File: src/rtl/sup_pkg.sv
package sup_pkg;

  typedef enum logic {
    WD_RUN  = 1'b0,
    WD_HOLD = 1'b1
  } wd_state_e;

  // Cycle count for a 2-bit select applied to a base span.
  function automatic int unsigned span_cycles(input int unsigned base, input logic [1:0] sel);
    return base << sel;
  endfunction

endpackage

File: src/rtl/sup_sync2.sv
module sup_sync2 #(
  parameter int unsigned W = 1
) (
  input  logic         clk,
  input  logic         rst,
  input  logic [W-1:0] d,
  output logic [W-1:0] q
);

  logic [W-1:0] meta;

  always_ff @(posedge clk) begin
    if (rst) begin
      meta <= '0;
      q    <= '0;
    end else begin
      meta <= d;
      q    <= meta;
    end
  end

endmodule

File: src/rtl/sup_stretch.sv
module sup_stretch #(
  parameter int unsigned CW = 6
) (
  input  logic          clk,
  input  logic          rst,
  input  logic          cause,
  input  logic [CW-1:0] limit,
  output logic          rst_n_o
);

  logic          held;
  logic [CW-1:0] cnt;
  logic          release_now;

  assign release_now = held && !cause && (cnt == limit);

  always_ff @(posedge clk) begin
    if (rst) begin
      held <= 1'b1;
      cnt  <= '0;
    end else if (cause) begin
      held <= 1'b1;
      cnt  <= '0;
    end else if (release_now) begin
      held <= 1'b0;
    end else if (held) begin
      cnt <= cnt + 1'b1;
    end
  end

  assign rst_n_o = ~held;


  release_clean_chk: assert property (@(posedge clk) disable iff (rst)
    $rose(rst_n_o) |-> !$past(cause));


  restart_chk: assert property (@(posedge clk) disable iff (rst)
    cause |=> (!rst_n_o && cnt == '0));

endmodule

File: src/rtl/sup_wdog.sv
module sup_wdog
  import sup_pkg::*;
#(
  parameter int unsigned WCW = 8,
  parameter int unsigned CW  = 6
) (
  input  logic           clk,
  input  logic           rst,
  input  logic           run_ok,
  input  logic           kick,
  input  logic [WCW-1:0] wlimit,
  input  logic [CW-1:0]  hlimit,
  output logic           bite
);

  wd_state_e      st;
  logic [WCW-1:0] wcnt;
  logic [CW-1:0]  hcnt;

  assign bite = (st == WD_RUN) && run_ok && !kick && (wcnt == wlimit);

  always_ff @(posedge clk) begin
    if (rst || !run_ok) begin
      st   <= WD_RUN;
      wcnt <= '0;
      hcnt <= '0;
    end else begin
      case (st)
        WD_RUN: begin
          if (kick) begin
            wcnt <= '0;
          end else if (bite) begin
            st   <= WD_HOLD;
            wcnt <= '0;
            hcnt <= '0;
          end else begin
            wcnt <= wcnt + 1'b1;
          end
        end
        default: begin
          if (hcnt == hlimit) begin
            st   <= WD_RUN;
            wcnt <= '0;
          end else begin
            hcnt <= hcnt + 1'b1;
          end
        end
      endcase
    end
  end


  kick_clear_chk: assert property (@(posedge clk) disable iff (rst)
    (st == WD_RUN && kick) |=> (wcnt == '0));


  bite_hold_chk: assert property (@(posedge clk) disable iff (rst)
    bite |=> (st == WD_HOLD));

endmodule

File: src/rtl/quad_reset_supervisor.sv
module quad_reset_supervisor
  import sup_pkg::*;
#(
  parameter int unsigned     NCH         = 4,
  parameter int unsigned     TMO_BASE    = 8,
  parameter int unsigned     WDT_BASE    = 32,
  parameter logic [NCH-1:0]  EN_RST      = '1,
  parameter logic [1:0]      TMO_SEL_RST = 2'd0,
  parameter logic [1:0]      WDT_SEL_RST = 2'd0
) (
  input  logic           clk,
  input  logic           rst,
  input  logic           mr_n,
  input  logic [NCH-1:0] uv_flag,
  input  logic [NCH-1:0] ov_flag,
  input  logic [NCH-1:0] cfg_en,
  input  logic [1:0]     cfg_tmo_sel,
  input  logic [1:0]     cfg_wdt_sel,
  input  logic           wdi,
  output logic [NCH-1:0] rst_n_out,
  output logic [NCH-1:0] mon_fault
);

  localparam int unsigned TMO_MAX = TMO_BASE << 3;
  localparam int unsigned WDT_MAX = WDT_BASE << 3;
  localparam int unsigned CW      = $clog2(TMO_MAX);
  localparam int unsigned WCW     = $clog2(WDT_MAX);

  // Captured configuration
  logic [NCH-1:0] en_q;
  logic [1:0]     tmo_q;
  logic [1:0]     wdt_q;

  always_ff @(posedge clk) begin
    if (rst) begin
      en_q  <= EN_RST;
      tmo_q <= TMO_SEL_RST;
      wdt_q <= WDT_SEL_RST;
    end else if (!mr_n) begin
      en_q  <= cfg_en;
      tmo_q <= cfg_tmo_sel;
      wdt_q <= cfg_wdt_sel;
    end
  end

  logic [CW-1:0]  tmo_lim;
  logic [WCW-1:0] wdt_lim;
  assign tmo_lim = CW'(span_cycles(TMO_BASE, tmo_q) - 1);
  assign wdt_lim = WCW'(span_cycles(WDT_BASE, wdt_q) - 1);

  // Flag and kick synchronizers
  logic [2*NCH-1:0] flags_s;
  logic [NCH-1:0]   uv_s, ov_s;

  sup_sync2 #(.W(2*NCH)) u_flag_sync (
    .clk (clk),
    .rst (rst),
    .d   ({ov_flag, uv_flag}),
    .q   (flags_s)
  );

  assign uv_s = flags_s[NCH-1:0];
  assign ov_s = flags_s[2*NCH-1:NCH];

  logic wdi_s, wdi_d, kick;

  sup_sync2 #(.W(1)) u_wdi_sync (
    .clk (clk),
    .rst (rst),
    .d   (wdi),
    .q   (wdi_s)
  );

  always_ff @(posedge clk) begin
    if (rst) wdi_d <= 1'b0;
    else     wdi_d <= wdi_s;
  end

  assign kick = wdi_s & ~wdi_d;

  // Watchdog
  logic bite;

  sup_wdog #(.WCW(WCW), .CW(CW)) u_wdog (
    .clk    (clk),
    .rst    (rst),
    .run_ok (mr_n),
    .kick   (kick),
    .wlimit (wdt_lim),
    .hlimit (tmo_lim),
    .bite   (bite)
  );

  // Per-rail causes and stretchers
  logic [NCH-1:0] chan_fault;
  logic [NCH-1:0] cause;

  assign mon_fault  = uv_s | ov_s;
  assign chan_fault = en_q & mon_fault;

  for (genvar i = 0; i < NCH; i++) begin : g_ch
    assign cause[i] = ~mr_n | bite | chan_fault[i];

    sup_stretch #(.CW(CW)) u_stretch (
      .clk     (clk),
      .rst     (rst),
      .cause   (cause[i]),
      .limit   (tmo_lim),
      .rst_n_o (rst_n_out[i])
    );


    chan_fault_chk: assert property (@(posedge clk) disable iff (rst)
      chan_fault[i] |=> !rst_n_out[i]);
  end


  mr_all_chk: assert property (@(posedge clk) disable iff (rst)
    !mr_n |=> (rst_n_out == '0));


  bite_all_chk: assert property (@(posedge clk) disable iff (rst)
    bite |=> (rst_n_out == '0));


  cfg_hold_chk: assert property (@(posedge clk) disable iff (rst)
    mr_n |=> ($stable(en_q) && $stable(tmo_q) && $stable(wdt_q)));


  por_low_chk: assert property (@(posedge clk)
    $fell(rst) |-> (rst_n_out == '0));

endmodule

File: config.mk
export PLATFORM = sky130hd
export DESIGN_NAME = quad_reset_supervisor
export DESIGN_NICKNAME = d
export VERILOG_FILES = /design/src/rtl/sup_pkg.sv /design/src/rtl/sup_sync2.sv /design/src/rtl/sup_stretch.sv /design/src/rtl/sup_wdog.sv /design/src/rtl/quad_reset_supervisor.sv
export SDC_FILE = /design/constraint.sdc
export NUM_CORES = 1
export LEC_CHECK = 0
export ABC_AREA = 1
export BUFFER_PORTS_ARGS = -buffer_cell sky130_fd_sc_hd__buf_2
export CAP_MARGIN = 20
export CORE_ASPECT_RATIO = 2
export CORE_MARGIN = 5
export CORE_UTILIZATION = 50
export DETAILED_ROUTE_END_ITERATION = 10
export GPL_ROUTABILITY_DRIVEN = 0
export PLACE_DENSITY_LB_ADDON = 0.3
export SYNTH_ARGS = -nofsm -noshare
export SYNTH_HDL_FRONTEND = slang
export SYNTH_SLANG_ARGS = --single-unit
File: constraint.sdc
create_clock -name clk -period 4.4 [get_ports clk]
set_input_delay 0.44 -clock clk [delete_from_list [all_inputs] [get_ports clk]]
set_output_delay 0.44 -clock clk [all_outputs]
set_load 0.005 [all_outputs]
==> out/qor.log, run 1 <==
[status] outcome finished, final reports clean
[finish] area added between synthesis and finish 14.9%
[clock_network] clock-pin transition on the worst setup and hold timing paths 0.05 ns
[synthesis] gate count after technology mapping 461
[clock_network] Post-CTS Setup Bufs 0
[drt] post-DR vias/cell 4.98
[finish] share of cells above drive strength 1 0.190
[critical_path] beginning of the worst register-to-register path u_wdog.wcnt[0]
[sta] Finish-stage setup viols 0
[critical_path] flop2flop setup slack 2.59 ns
[sta] final worst path period share 0.411
[global_routing] met2 Use GR 0.310
[sta] pins over their slew limit 0
[clock_network] number of levels the H-tree was split into 3
[critical_path] reg-to-reg endpoint g_ch[3].u_stretch.cnt[2]
[global_routing] initial antenna violation count 0
[floorplanning] I/O Pins 28
[drt] remaining design rule violation count 0
[clock_network] CTS Root Cell sky130_fd_sc_hd__clkbuf_16
[finish] Antenna Diode Count 0
[floorplanning] Die Outline Area 8720 um2
[worst_hold_path] source of the worst hold timing path cfg_en[3]
[sta] Tmin final 1.81 ns
[pwr] total power density per cell area 404 nW/um2
[clock_network] number of buffers inserted during clock tree synthesis 9
[floorplanning] Die Height 127 um
[global_routing] residual overflow from global routing 0
[sta] setup TNS 0 ns
[synthesis] area of the mapped netlist 3430 um2
[clock_network] number of buffers on the longest clock path 2
[global_routing] via count of the first global-routing pass 2763
[global_routing] routing usage on met3 0.0483
[pwr] largest voltage drop on the vdd net 0.304 mV
[clock_network] insertion delay of the later-clocked pin in the worst-skew pair 0.33 ns
[worst_hold_path] endpoint with the worst hold slack en_q[3]
[worst_hold_path] number of cells on the worst hold path 3
[worst_hold_path] worst min path class in -> reg
[drt] remaining number of nets flagged by the antenna check after routing 0
[critical_path] reg2reg path depth 8
[drt] Iter 0 DRT Violations 122
[global_routing] aggregate global-route resource usage 0.177
[place] worst setup slack before clock tree synthesis 2.38 ns
[critical_path] WS Path Type reg -> reg
[global_routing] wire length of the first global-routing pass 11800 um
[pwr] leakage power 1.78 nW
[sta] minimum setup slack in the final design 2.59 ns
[critical_path] element type at the critical path start register
[clock_network] number of hold-repair buffers added at the cts stage 0
[sta] Achievable Freq 554 MHz
[sta] Layout Skew 0.00346 ns
[synthesis] Net Count, Synth 487
[global_routing] GRT Max-Usage Layer met2
[place] DP HPWL 5270 um
[finish] commonest non-fill, non-tap cells in the layout 94 x sky130_fd_sc_hd__nand2_1, 70 x sky130_fd_sc_hd__dfxtp_1, 57 x sky130_fd_sc_hd__nor2_1
[synthesis] average footprint of a synthesized cell 7.44 um2
[drt] Vias 2875
[flow_run] number of maximum-capacitance constraint violations 0
[drt] aggregate routed wire length 6840 um
[critical_path] Critical Path AT 2.03 ns
[synthesis] post-synthesis sequential element count 70
[floorplanning] core area 6670 um2
[global_routing] largest net degree at the start of global routing 22
[clock_network] TritonCTS clock tree built
[critical_path] Worst Setup SP u_wdog.wcnt[0]
[clock_network] number of cells upsized or downsized after cts 0
[sta] number of endpoints with negative hold slack in the final report 0
[floorplanning] width of the die 68.6 um
[sta] RSZ-0062 raised after global routing false
[place] quantity of I/O buffers inserted on ports 27
[finish] number of nets at the end of the flow 510
[sta] Max transition margin 0.747
[drt] DR pass1 iterations 4
[drt] average wire per cell in the routed design 11.8 um
[floorplanning] placement row count 42
[finish] most common library cell in the layout ignoring fill and taps sky130_fd_sc_hd__nand2_1
[floorplanning] initial core utilization 0.514
[critical_path] sort of element at the end of the critical path register
[synthesis] Cell variety after synth 28
[synthesis] sequential cell area fraction in the yosys report 0.408
[clock_network] number of clock sinks seen by CTS 70
[global_routing] met1 Use GR 0.191
[synthesis] yosys warns 0
[critical_path] worst path required time 4.63 ns
[sta] transition at the pin with the smallest max-transition slack 0.380 ns
[critical_path] worst-path maximum fanout 12
==> report_power, final <==
group	total, mW	internal, mW	switching (mW)
combinational	0.0840	0.0315	0.0525
clock	0.848	0.584	0.264
sequential	0.663	0.652	0.0115
==> through the flow <==
step / util / std cells / hold slack, ns / cell area (um2) / power, mW
floorplan: - / 461 / 0.388 / 3430 / 0.738
global placement: 0.537 / 561 / 0.389 / 3590 / 0.758
detailed placement: 0.537 / 561 / 0.392 / 3590 / 0.762
CTS: 0.591 / 577 / 0.292 / 3940 / 1.62
global route: 0.591 / 577 / 0.308 / 3940 / 1.66
finish: 0.591 / 577 / 0.301 / 3940 / 1.60
==> per-layer routing <==
metal | routed length, um | share of wire
met1 | 2660 | 0.39
met2 | 3780 | 0.55
met3 | 269 | 0.039
met4 | 130 | 0.019
met5 | 0 | 0
==> critical path, stage by stage, from the launching register on <==
cell	delay, ns
sky130_fd_sc_hd__dfxtp_1	0.37
sky130_fd_sc_hd__ha_1	0.20
sky130_fd_sc_hd__nand4_1	0.19
sky130_fd_sc_hd__nor2_1	0.25
sky130_fd_sc_hd__nand2_4	0.19
sky130_fd_sc_hd__nand3_2	0.20
sky130_fd_sc_hd__nand2_2	0.14
sky130_fd_sc_hd__nand2_1	0.10
sky130_fd_sc_hd__a21oi_2	0.05
==> synth_stat cells, drive strengths merged <==
master  instances  area share
xor2           21       0.054
nand3          58       0.095
o21a            1      0.0022
clkbuf          7      0.0077
inv            62       0.069
nor2           60       0.072
o21ai           8       0.012
a21oi          40       0.078
xnor2           4       0.010
buf             8       0.019
dfxtp          70        0.41
or2             2      0.0044
nand4           5      0.0091
ha              6       0.022
nand2         109        0.14
==> sequential cells by signal, indices dropped and copies added, names as in the netlist <==
register             count
u_wdog.wcnt              8
wdt_q                    2
tmo_q                    2
u_wdi_sync.meta          1
u_wdog.st                1
u_flag_sync.q            8
en_q                     4
g_ch.u_stretch.held      4
u_wdi_sync.q             1
wdi_d                    1
g_ch.u_stretch.cnt      24
u_flag_sync.meta         8
u_wdog.hcnt              6
==> logic make-up after synthesis <==
kind of cell | after synthesis | synth area share
AOI/OAI and AO/OA | 49 | 0.0919
xor gates and xnor gates | 25 | 0.0638
adders and majority gates | 6 | 0.0219
buffers and inverters | 77 | 0.0952
DFF | 70 | 0.408
and+or+nand+nor | 234 | 0.319
==> how the worst max path moves through the flow <==
stage	to	slack [ns]
2_1_floorplan	u_wdog.wcnt[1]	2.90
3_3_place_gp	g_ch[1].u_stretch.cnt[0]	2.46
3_5_place_dp	g_ch[0].u_stretch.cnt[3]	2.38
4_1_cts	g_ch[3].u_stretch.cnt[2]	2.57
5_1_grt	g_ch[3].u_stretch.cnt[2]	2.42
6_report	g_ch[3].u_stretch.cnt[2]	2.59
==> layout make-up <==
| type | count | area, um2 |
|---|---|---|
| Sequential cell | 70 | 1400 |
| Timing Repair Buffer | 27 | 135 |
| Clock inverter | 5 | 105 |
| Multi-Input combinational cell | 314 | 1700 |
| Fill cell | 624 | 2730 |
| Tap cell | 88 | 110 |
| Inverter | 62 | 235 |
| Clock buffer | 11 | 253 |
Power figures use the tool's default switching activity.
==> run 2, diff against run 1 <==
clock period = 1.8 ns   (was 4.4 ns; I/O delays follow)
==> out/qor.log, run 2 (synthesized netlist as in run 1, its figures left out) <==
[pwr] largest voltage drop on the vdd net 0.603 mV
[place] quantity of I/O buffers inserted on ports 27
[sta] Max transition margin 0.789
[drt] average wire per cell in the routed design 12.0 um
[finish] Largest register FFs 24
[sta] Hold Worst Slack 0.0435 ns
[critical_path] WS Path Type reg -> reg
[worst_hold_path] worst min path class in -> reg
[global_routing] initial antenna violation count 0
[drt] post-DR vias/cell 4.98
[critical_path] critical path, cell by cell ha_1 > nand4_1 > nor2_2 > nand2_4 > nand3_2 > nand2_2 > nand2_1 > a21oi_2
[sta] minimum setup slack in the final design 0.147 ns
[place] DP HPWL 5290 um
[drt] WL met3 283 um
[sta] Achievable Freq 605 MHz
[floorplanning] core area 6670 um2
[clock_network] number of buffers inserted during clock tree synthesis 9
[finish] final standard cell utilization of the core 0.584
[clock_network] clock-pin transition on the worst setup and hold timing paths 0.06 ns
[critical_path] delay of the slowest cell on the worst path 0.37 ns
[drt] remaining design rule violation count 0
[drt] highest metal layer with signal wires met4
[critical_path] worst path required time 2.03 ns
[global_routing] via count of the first global-routing pass 2816
[critical_path] total buffers and inverters traversed by the critical path 0
[finish] number of filler cells placed in the layout 632
[global_routing] wire length of the first global-routing pass 11900 um
[pwr] leakage power 1.75 nW
[pwr] clock network fraction of total power 0.467
[sta] RSZ-0062 raised after global routing false
[pwr] total power density per cell area 884 nW/um2
[sta] Layout Skew 0.00511 ns
[floorplanning] width of the die 68.6 um
[finish] total area of sequential cells 1400 um2
[pwr] Cell Int Power 2.61 mW
[critical_path] Top delay family on crit path simple AND/OR/NAND/NOR gates
[global_routing] aggregate global-route resource usage 0.178
[sta] final worst path period share 0.918
[drt] aggregate routed wire length 6950 um
[drt] Iter 0 DRT Violations 130
[finish] area added between synthesis and finish 13.5%
[pwr] portion of total power attributed to combinational logic 0.063
[finish] multi-input combinational cell area 1710 um2
[flow_run] number of maximum-capacitance constraint violations 0
[clock_network] number of clock sinks seen by CTS 70
[status] outcome finished, final reports clean
[critical_path] element type at the critical path start register
[sta] number of endpoints with negative hold slack in the final report 0
[floorplanning] Die Height 127 um
[pwr] switching power total 0.840 mW
[floorplanning] initial core utilization 0.514
[clock_network] insertion delay of the later-clocked pin in the worst-skew pair 0.33 ns
[finish] Antenna Diode Count 0
[clock_network] number of levels the H-tree was split into 3
[finish] number of nets at the end of the flow 514
[drt] remaining number of nets flagged by the antenna check after routing 0
[clock_network] number of buffers on the longest clock path 2
[sta] Finish-stage setup viols 0
[floorplanning] placement row count 42
[critical_path] worst-path maximum fanout 12
[critical_path] Critical Path AT 1.88 ns
[clock_network] CTS Root Cell sky130_fd_sc_hd__clkbuf_16
[sta] setup TNS 0 ns
[pwr] power share of the sequential group 0.471
[drt] Met2 Wirelength 3860 um
[clock_network] number of hold-repair buffers added at the cts stage 0
[floorplanning] Die Outline Area 8720 um2
[pwr] switching share of power 0.244
[critical_path] sort of element at the end of the critical path register
[drt] DR pass1 iterations 4
[global_routing] largest net degree at the start of global routing 21
[finish] register ranked first by flip-flop count g_ch.u_stretch.cnt
[sta] pins over their slew limit 0
[floorplanning] I/O Pins 28
[drt] Vias 2891
[sta] Tmin final 1.65 ns
[sta] transition at the pin with the smallest max-transition slack 0.316 ns
[finish] most common library cell in the layout ignoring fill and taps sky130_fd_sc_hd__nand2_1
[place] worst setup slack before clock tree synthesis 0.130 ns
[critical_path] cell type of the slowest stage on the worst timing path sky130_fd_sc_hd__dfxtp_1
[global_routing] residual overflow from global routing 0
[drt] met1 wire length 2610 um
[finish] share of cells above drive strength 1 0.201
[clock_network] TritonCTS clock tree built
[finish] commonest non-fill, non-tap cells in the layout 94 x sky130_fd_sc_hd__nand2_1, 69 x sky130_fd_sc_hd__dfxtp_1, 56 x sky130_fd_sc_hd__nor2_1
run 2: changes by cell type in the layout (fill, tap and decap cells not counted), moves of 2 or more:
cell	previous run	this run
sky130_fd_sc_hd__buf_4	0	4
sky130_fd_sc_hd__clkinvlp_4	2	5
sky130_fd_sc_hd__bufinv_16	3	0
sky130_fd_sc_hd__clkbuf_8	2	0
run 2: power by group through the flow:
stage | sequential, mW | combinational, mW | clock [mW]
2_1_floorplan | 1.65 | 0.158 | 0
3_3_place_gp | 1.65 | 0.212 | 0
3_5_place_dp | 1.65 | 0.216 | 0
4_1_cts | 1.62 | 0.218 | 1.63
5_1_grt | 1.63 | 0.245 | 1.71
6_report | 1.62 | 0.216 | 1.61
run 2: worst paths after layout:
check                        endpoint  cells after the start  slack [ns]                 from
max reg2reg  g_ch[3].u_stretch.cnt[0]                      8        0.15       u_wdog.wcnt[0]
min               u_flag_sync.meta[3]                      3        0.04           uv_flag[3]
min reg2reg          u_flag_sync.q[2]                      2        0.40  u_flag_sync.meta[2]
max          g_ch[3].u_stretch.cnt[0]                      8        0.15       u_wdog.wcnt[0]
run 2: what timing repair did:
item / CTS / global route
buffers inserted: 0 / 0
endpoints found under the setup margin: 0 / 14
resized for setup: 0 / 2
run 2: per-layer routing:
metal  vias to the layer above  GRT usage
li1                       1498          -
met2                        65      0.324
met5                         -          0
met3                        13     0.0395
met4                         0     0.0961
met1                      1315      0.176
run 2: final cells by class:
| type | instances | share of cell area |
|---|---|---|
| timing repair buffer | 31 | 0.0424 |
| tap | 88 | 0.0283 |
| sequential | 70 | 0.360 |
| clock inverter | 7 | 0.0132 |
| inverter | 62 | 0.0604 |
| multi-input combinational | 314 | 0.438 |
| clock buffer | 9 | 0.0578 |
run 2: metrics by stage:
step	instances	instance area (um2)	power, mW
6_report	581	3900	3.45
5_1_grt	581	3900	3.58
4_1_cts	581	3890	3.47
3_5_place_dp	565	3620	1.87
3_3_place_gp	565	3620	1.86
2_1_floorplan	461	3430	1.80
run 2: worst reg2reg max path: stages (launching register included):
cell	delay, ns
sky130_fd_sc_hd__dfxtp_1	0.37
sky130_fd_sc_hd__ha_1	0.19
sky130_fd_sc_hd__nand4_1	0.17
sky130_fd_sc_hd__nor2_2	0.19
sky130_fd_sc_hd__nand2_4	0.16
sky130_fd_sc_hd__nand3_2	0.18
sky130_fd_sc_hd__nand2_2	0.13
sky130_fd_sc_hd__nand2_1	0.11
sky130_fd_sc_hd__a21oi_2	0.05
